--- config.mk ---
export PLATFORM = sky130hd
export DESIGN_NAME = seqEventTrigger
export DESIGN_NICKNAME = d
export VERILOG_FILES = /design/src/rtl/seqTrigPkg.sv /design/src/rtl/seqEdgeSplit.sv /design/src/rtl/seqControl.sv /design/src/rtl/seqDatapath.sv /design/src/rtl/seqEventTrigger.sv
export SDC_FILE = /design/constraint.sdc
export NUM_CORES = 1
export LEC_CHECK = 0
export CAP_MARGIN = 25
export CELL_PAD_IN_SITES_DETAIL_PLACEMENT = 2
export CELL_PAD_IN_SITES_GLOBAL_PLACEMENT = 2
export CORE_UTILIZATION = 38
export CTS_BUF_LIST = sky130_fd_sc_hd__clkbuf_2
export DETAILED_ROUTE_END_ITERATION = 16
export HOLD_SLACK_MARGIN = 0.03
export PLACE_DENSITY_LB_ADDON = 0.1
export SLEW_MARGIN = 20
export SYNTH_ARGS = -nofsm -noshare
export SYNTH_HDL_FRONTEND = slang
export SYNTH_SLANG_ARGS = --single-unit
--- constraint.sdc ---
create_clock -name clk -period 3.84 [get_ports clk]
set_input_delay 0.576 -clock clk [delete_from_list [all_inputs] [get_ports clk]]
set_output_delay 0.576 -clock clk [all_outputs]
set_load 0.005 [all_outputs]
--- src/rtl/seqTrigPkg.sv ---
package seqTrigPkg;
  localparam int SEQ_IDX_W = 3;
  localparam int SEQ_NUM_CHAN = 1 << SEQ_IDX_W;

  // Strobes from control to datapath
  typedef struct packed {
    logic                 reload;  // restart delay counter
    logic                 commit;  // load staged compares into active list
    logic [SEQ_IDX_W-1:0] chan;    // channel armed for the running window
  } seqStrobe_t;
endpackage

--- src/rtl/seqEdgeSplit.sv ---
module seqEdgeSplit #(
  parameter int NUM_SIG = 16
) (
  input  logic                 clk,
  input  logic                 rstN,
  input  logic [NUM_SIG-1:0]   sigIn,
  output logic [2*NUM_SIG-1:0] evt
);
  logic [NUM_SIG-1:0] sigQ;

  always_ff @(posedge clk or negedge rstN) begin
    if (!rstN) sigQ <= '0;
    else       sigQ <= sigIn;
  end

  // Even source = rising edge, odd source = falling edge
  for (genvar i = 0; i < NUM_SIG; i++) begin : gPair
    assign evt[2*i]   =  sigIn[i] & ~sigQ[i];
    assign evt[2*i+1] = ~sigIn[i] &  sigQ[i];
  end
endmodule

--- src/rtl/seqControl.sv ---
module seqControl
  import seqTrigPkg::*;
#(
  parameter int NUM_SIG = 16,
  localparam int NUM_EVT = 2 * NUM_SIG,
  localparam int SEL_W = $clog2(NUM_EVT)
) (
  input  logic                 clk,
  input  logic                 rstN,
  input  logic [NUM_EVT-1:0]   evt,
  input  logic [NUM_EVT-1:0]   evtEn,
  input  logic [SEL_W-1:0]     mrsSel,
  output seqStrobe_t           strobe,
  output logic [SEQ_IDX_W-1:0] evtIdx,
  output logic                 mrsOut
);
  logic evtStrobe;
  logic mrsHit;
  logic [SEQ_IDX_W-1:0] idxQ;

  assign evtStrobe = |(evt & evtEn);
  assign mrsHit    = evt[mrsSel];

  always_ff @(posedge clk or negedge rstN) begin
    if (!rstN) begin
      idxQ   <= '0;
      mrsOut <= 1'b0;
    end else begin
      mrsOut <= mrsHit;
      if (mrsHit)         idxQ <= '0;
      else if (evtStrobe) idxQ <= idxQ + 1'b1;
    end
  end

  assign evtIdx        = idxQ;
  assign strobe.reload = evtStrobe | mrsHit;
  assign strobe.commit = mrsHit;
  assign strobe.chan   = idxQ;

  AST_MRS_ZERO: assert property (@(posedge clk) disable iff (!rstN)
    mrsHit |=> (evtIdx == '0));
  AST_IDX_STEP: assert property (@(posedge clk) disable iff (!rstN)
    (evtStrobe && !mrsHit) |=> (evtIdx == SEQ_IDX_W'($past(evtIdx) + 1'b1)));
  AST_IDX_HOLD: assert property (@(posedge clk) disable iff (!rstN)
    (!evtStrobe && !mrsHit) |=> $stable(evtIdx));
  AST_MRS_PULSE: assert property (@(posedge clk) disable iff (!rstN)
    mrsHit |=> mrsOut);
endmodule

--- src/rtl/seqDatapath.sv ---
module seqDatapath
  import seqTrigPkg::*;
#(
  parameter int CNT_W = 16,
  localparam int NUM_CHAN = SEQ_NUM_CHAN
) (
  input  logic                      clk,
  input  logic                      rstN,
  input  seqStrobe_t                strobe,
  input  logic [NUM_CHAN*CNT_W-1:0] cmpNext,
  output logic [NUM_CHAN-1:0]       trigOut
);
  localparam logic [CNT_W-1:0] CNT_MAX = {CNT_W{1'b1}};

  logic [CNT_W-1:0] activeCmp [NUM_CHAN];
  logic [CNT_W-1:0] cnt;
  logic             running;
  logic             fired;
  logic             match;

  // Double-buffered compare list: staged values land on master reload
  for (genvar g = 0; g < NUM_CHAN; g++) begin : gCmp
    always_ff @(posedge clk or negedge rstN) begin
      if (!rstN)              activeCmp[g] <= '0;
      else if (strobe.commit) activeCmp[g] <= cmpNext[g*CNT_W +: CNT_W];
    end

    AST_COMMIT: assert property (@(posedge clk) disable iff (!rstN)
      strobe.commit |=> (activeCmp[g] == $past(cmpNext[g*CNT_W +: CNT_W])));
  end

  assign match = running && !fired && (cnt == activeCmp[strobe.chan]);

  always_ff @(posedge clk or negedge rstN) begin
    if (!rstN) begin
      cnt     <= '0;
      running <= 1'b0;
      fired   <= 1'b0;
      trigOut <= '0;
    end else begin
      trigOut <= match ? (NUM_CHAN'(1) << strobe.chan) : '0;
      if (strobe.reload) begin
        cnt     <= '0;
        running <= 1'b1;
        fired   <= 1'b0;
      end else if (running) begin
        if (match)          fired <= 1'b1;
        if (cnt != CNT_MAX) cnt   <= cnt + 1'b1;
      end
    end
  end

  AST_TRIG_ONEHOT: assert property (@(posedge clk) disable iff (!rstN)
    $onehot0(trigOut));
  AST_IDLE_QUIET: assert property (@(posedge clk) disable iff (!rstN)
    !running |=> (trigOut == '0));
  AST_SINGLE_FIRE: assert property (@(posedge clk) disable iff (!rstN)
    (fired && !strobe.reload) |=> (trigOut == '0));
endmodule

--- src/rtl/seqEventTrigger.sv ---
module seqEventTrigger
  import seqTrigPkg::*;
#(
  parameter int NUM_SIG = 16,
  parameter int CNT_W = 16,
  localparam int NUM_EVT = 2 * NUM_SIG,
  localparam int SEL_W = $clog2(NUM_EVT),
  localparam int NUM_CHAN = SEQ_NUM_CHAN
) (
  input  logic                      clk,
  input  logic                      rstN,
  input  logic [NUM_SIG-1:0]        sigIn,
  input  logic [NUM_EVT-1:0]        evtEn,
  input  logic [SEL_W-1:0]          mrsSel,
  input  logic [NUM_CHAN*CNT_W-1:0] cmpNext,
  output logic [NUM_CHAN-1:0]       trigOut,
  output logic [SEQ_IDX_W-1:0]      evtIdx,
  output logic                      mrsOut
);
  logic [NUM_EVT-1:0] evt;
  seqStrobe_t         strobe;

  seqEdgeSplit #(.NUM_SIG(NUM_SIG)) uEdge (
    .clk(clk), .rstN(rstN), .sigIn(sigIn), .evt(evt)
  );

  seqControl #(.NUM_SIG(NUM_SIG)) uCtrl (
    .clk(clk), .rstN(rstN), .evt(evt), .evtEn(evtEn), .mrsSel(mrsSel),
    .strobe(strobe), .evtIdx(evtIdx), .mrsOut(mrsOut)
  );

  seqDatapath #(.CNT_W(CNT_W)) uData (
    .clk(clk), .rstN(rstN), .strobe(strobe), .cmpNext(cmpNext),
    .trigOut(trigOut)
  );
endmodule

==> metrics, run 1 <==
status=completed; H-tree Lvls=4; Root Buffer=clkbuf_2; wire length on met1=9630 µm; post-layout util=49.8%; cells after synthesis=613; Power Density=484 nW/µm²; Crit Path Category=register to register; Max stage delay on crit path=700 ps; final setup vio count=0; P&R area growth vs syn=28.8%; Cell variety after synth=51; first-pass GRT wire length=36600 µm; top-area cell type share of the netlist area=51.7%; Synth Net Count=803; DR vias/cell=5.17; Max clock buf depth=2; DIE WIDTH=151 µm; Leak=4.35 nW; CP Cell Sequence=buf_4, mux4_2, mux2i_1, xor2_1, nand2_1, nor4_1, nand4_2, nor3_1; crit share post-route=79.1%; Sink Count=174; Async SR Flop Fraction=100%; hold path cells=1; reg2reg start=uCtrl.evtIdx[0]; fmax=329 MHz; WP data required=4520 ps; ys flop type=dfrtp_1; met2 wire len=12500 µm; hold_sp=sigIn[15]; Setup TNS=0 ps; sequential area share after synthesis=51.7%; CTS tree=yes; io pins=195; dpl hpwl=17900 µm; final hold violations=0; Rows=54; initial DRC count=148; CTS hold repair buffers=1; I/O Buffers=194; DRC=0; Nets=998; crit path time final=3040 ps; Synth Register Bits=174; WHS Endpoint=uEdge.sigQ[15]; Peak supply drop=0.000186 V; Syn Std Cell Area=8420 µm²; Crit. End Element=register; fin. max-slew vios=0; worst skew pair latency=770 ps; RSZ-0062 raised after global routing=no; routed wl met3=976 µm; WP data arrival=3720 ps; initial antenna violation count=2; number of detailed-route iterations in the first pass=4; largest net degree at the start of global routing=116; Die ar.=22800 µm²; Hold Crit Class=primary input to register; number of flops mapped to enable cells by yosys=0; post-DR wirelength/cell=21.1 µm; worst reg-to-reg setup slack=800 ps; top post-synthesis cells by area=dfrtp_1 52%, mux4_2 9.1%, mux2_1 8.8%, mux2_2 8.3%, nand3b_1 2.1%; cell taking the most area after synthesis=dfrtp_1; GRT Overall Usage=21.7%; nature of the critical path startpoint=register; Num CTS Buffers=17; Die H=151 µm; GPL Wtd Cong=0.785; postcts setup bufs=0; drt total wl=23300 µm; Max-cap violations=0; CP top delay family=simple AND/OR/NAND/NOR gates; Critical-path top delay cell=dfrtp_2; vias=5693; Syn. warnings=0; Worst Max-Slew Pin Slew=794 ps; Starting Density=38.7%; CP Buf/Inv Count=1; max layer used=met4; remaining antenna violation count after routing=0; overflow left after global routing=0; syn_area_per_cell=13.7 µm²; reg-to-reg endpoint=uData.trigOut[2]; crit-path max FO=12; share of cells above drive strength 1=18.6%; vias in the first global route=6679; post-CTS sizing=0; CTS clock-pin slew for the worst setup and hold paths=290 ps; Core Box Area=21800 µm²; clk_skew=60.1 ps; Slew HR=46.6%; worst reg2reg path depth=8
## metal layers
metal  track usage (%)  up-vias
li1                  -     2607
met1              26.2     2960
met2              38.7      113
met3              4.70       13
met4              6.00        0
met5                 0        -
## cells by family after synthesis
| kind of cell | after synthesis | synth area share (%) |
|---|---|---|
| compound gates | 37 | 3.18 |
| xor+xnor | 32 | 3.33 |
| fa+ha+maj | 7 | 1.04 |
| buf+inv | 55 | 3.95 |
| flops | 174 | 51.7 |
| mux | 176 | 28.0 |
| simple gates | 132 | 8.78 |
## stage by stage
step / std cells / cell area (µm²) / hold WS, ps / power, mW / setup slack, ps
final: 1102 / 10800 / 269 / 5.25 / 804
after global routing: 1102 / 10800 / 170 / 5.58 / 569
after CTS: 1101 / 10800 / 178 / 5.36 / 744
after detailed placement: 1068 / 10600 / 472 / 4.39 / 306
after global placement: 1068 / 10600 / 462 / 4.29 / 424
after floorplan: 613 / 8420 / 280 / 3.67 / 1290
## power by group
part	leakage, nW	internal (mW)	total (mW)	switching [mW]
clock network	0.126	0.203	0.944	0.741
registers	2.09	2.19	2.49	0.296
logic	2.13	1.05	1.82	0.772
## synth_stat cells (2+ instances only)
master / count
buf_6: 12
inv_1: 21
and2_1: 3
nor2b_1: 4
o2111ai_1: 2
nor3_1: 9
a211oi_1: 4
ha_1: 7
nor4_1: 4
dfrtp_1: 174
nand2_1: 22
nor2_1: 26
nand3_1: 10
o211ai_1: 2
mux2i_1: 13
nand2b_1: 10
a311oi_1: 2
o22ai_1: 2
o21ai_1: 2
mux4_2: 34
nand3b_1: 24
a32oi_1: 2
a21oi_1: 5
mux2_1: 66
nand4_1: 6
xnor2_1: 14
buf_2: 14
mux2_2: 62
nor3b_1: 6
buf_4: 5
xor2_1: 18
o21ai_0: 9
## placed cells by master, fill, tap and decap left out, types with 3 or more instances in the layout
cell / count
o21ai_0: 9
nor3_1: 9
mux2_2: 62
ha_1: 7
nand3_1: 10
mux2_1: 66
clkdlybuf4s50_1: 193
mux4_2: 34
nor3b_1: 6
nand2_1: 22
and2_1: 3
nand4_1: 6
clkbuf_2: 17
nor2b_1: 4
dfrtp_2: 3
nor2_1: 26
xnor2_1: 14
inv_6: 5
dfrtp_1: 171
inv_8: 3
mux2i_1: 13
clkinvlp_4: 5
xor2_1: 18
nand3b_1: 24
nand2b_1: 10
inv_1: 21
buf_4: 12
a21oi_1: 5
nor4_1: 4
a211oi_1: 4
## registers in the layout, indices dropped and copies added, names as in the netlist
register and count:
uData.running 1, uCtrl.mrsOut 1, uData.trigOut 8, uData.cnt 16, uEdge.sigQ 16, uData.activeCmp 128, uCtrl.evtIdx 3, uData.fired 1
## layout make-up
type | count | area, µm²
Fill cell | 2109 | 10900
Inverter | 22 | 82.6
Tap cell | 280 | 350
Antenna cell | 1 | 2.50
Clock inverter | 15 | 148
Clock buffer | 17 | 85.1
Sequential cell | 174 | 4360
Timing Repair Buffer | 209 | 2080
Multi-Input combinational cell | 384 | 3730
## worst max path at each step
| stage | from | end | cells after the start |
|---|---|---|---|
| after CTS | uCtrl.evtIdx[0] | uData.trigOut[2] | 8 |
| after floorplan | mrsSel[1] | uData.activeCmp[108] | 9 |
| after global routing | uCtrl.evtIdx[0] | uData.trigOut[5] | 8 |
| after global placement | mrsSel[1] | uData.activeCmp[13] | 8 |
| final | uCtrl.evtIdx[0] | uData.trigOut[2] | 8 |
| after detailed placement | mrsSel[1] | uData.activeCmp[12] | 8 |
No activity file was read; power rests on OpenSTA's default activity.
==> inputs of run 2 (changes only) <==
CORE_UTILIZATION = 35   (was 38)
clock period = 2.8 ns   (was 3.84 ns; I/O delays follow)
==> metrics, run 2 (synthesized netlist as in run 1, its figures left out) <==
status=completed; commonest non-fill, non-tap cell in the layout=clkdlybuf4s50_1; Slew HR=52.6%; Max clock buf depth=2; Tot Pwr=7.51 mW; crit share post-route=96.1%; remaining antenna violation count after routing=0; fin. max-slew vios=0; max FFs per register=128; WP data required=3460 ps; H-tree Lvls=4; DR vias/cell=4.97; drt total wl=24800 µm; Worst Max-Slew Pin Slew=705 ps; crit path time final=2690 ps; io pins=195; fmax=371 MHz; nature of the critical path startpoint=primary input; P&R area growth vs syn=33.4%; clk_skew=58.4 ps; Rows=56; number of detailed-route iterations in the first pass=4; CTS clock-pin slew for the worst setup and hold paths=270 ps; Crit Path Category=primary input to register; Max-cap violations=0; crit-path max FO=41; final setup vio count=0; Core Box Area=23500 µm²; initial DRC count=142; dpl hpwl=19300 µm; Power Density=669 nW/µm²; DRC=0; GRT Overall Usage=21.4%; share of cells above drive strength 1=20.8%; WP data arrival=3350 ps; Largest regs=uData.activeCmp x128, uData.cnt x16, uEdge.sigQ x16; Leak=4.54 nW; Root Buffer=clkbuf_2; Die ar.=24700 µm²; final hold violations=0; Starting Density=35.8%; Peak supply drop=0.000306 V; first-pass GRT wire length=39200 µm; vias in the first global route=6977; initial antenna violation count=1; post-DR wirelength/cell=21.2 µm; worst skew pair latency=790 ps; Die H=157 µm; Hold Crit Class=primary input to asynchronous set/reset pin; worst reg2reg path depth=9; I/O Buffers=194; commonest cells after routing, fill and taps aside=193 x clkdlybuf4s50_1, 172 x dfrtp_1, 66 x mux2_1; DIE WIDTH=157 µm; Sink Count=174; CTS tree=yes; Setup TNS=0 ps; GPL Wtd Cong=0.803; largest net degree at the start of global routing=63; Crit. End Element=register; overflow left after global routing=0; Nets=1029; vias=5825; Num CTS Buffers=17; Most flops, register=uData.activeCmp
-- run 2: final timing paths --
kind / startpoint / endpoint / slack (ps)
worst max-delay path: sigIn[7] / uData.activeCmp[76] / 110
worst min-delay path: rstN / uData.activeCmp[58] / 150
worst max register to register: uCtrl.evtIdx[0] / uData.trigOut[0] / 120
worst min register to register: uData.activeCmp[87] / uData.activeCmp[87] / 520
max in group asynchronous: rstN / uData.activeCmp[117] / 1760
min in group clk: sigIn[14] / uEdge.sigQ[14] / 160
-- run 2: stage by stage --
stage	util, %	instances	setup slack (ps)	hold WS (ps)	area [µm²]
after global routing	47.7	1172	-18.4	61.7	11200
after CTS	47.7	1171	79.2	64.0	11200
after detailed placement	46.2	1130	-396	436	10900
final	47.7	1173	108	153	11200
after floorplan	-	613	402	124	8420
after global placement	46.2	1130	-317	423	10900
-- run 2: layout make-up --
| cell class | instances | area, µm² |
|---|---|---|
| multi-input cells | 384 | 3740 |
| well taps | 319 | 399 |
| diodes | 2 | 5.00 |
| fillers | 2335 | 12300 |
| inverters | 22 | 82.6 |
| flip-flops and latches | 174 | 4360 |
| clock inverters | 15 | 173 |
| clock buffers | 17 | 85.1 |
| repair buffers | 240 | 2400 |
-- run 2: where the power goes --
| group | leakage, nW | internal, mW | switching (mW) |
|---|---|---|---|
| Clock | 0.150 | 0.378 | 1.05 |
| Combinational | 2.30 | 1.54 | 1.25 |
| Sequential | 2.09 | 3.01 | 0.286 |
-- run 2: worst max-delay path, cell delays in order --
cell             delay, ps
dlygate4sd3_1          530
clkdlybuf4s50_1        470
and3b_1                290
o21ai_0                100
o22ai_1                180
a211oi_1               140
o32ai_4                510
buf_12                 300
mux2_1                 360
-- run 2: metal layers --
metal  share of wire (%)  global-route usage, %  wire length, µm  up-vias
met3                 5.3                   5.73             1310       26
met1                  40                   25.3            10000     3012
met2                  53                   38.1            13100      126
met5                   0                      0                0        -
met4                 1.4                   5.69              348        0
li1                    -                      -                -     2661
-- run 2: timing repair --
item,CTS,global route
setup endpoints to repair,1,3
pin swaps,0,0
gates resized for setup,0,1
cloned,0,0
endpoints found under the hold margin,65,0
hold buffers,8,0
setup buffers,1,0
==> inputs of run 3 (changes only) <==
SKIP_LAST_GASP = 1   (was default)
==> results of run 3 <==
Final layout, timing and power as in run 2 (identical DEF).
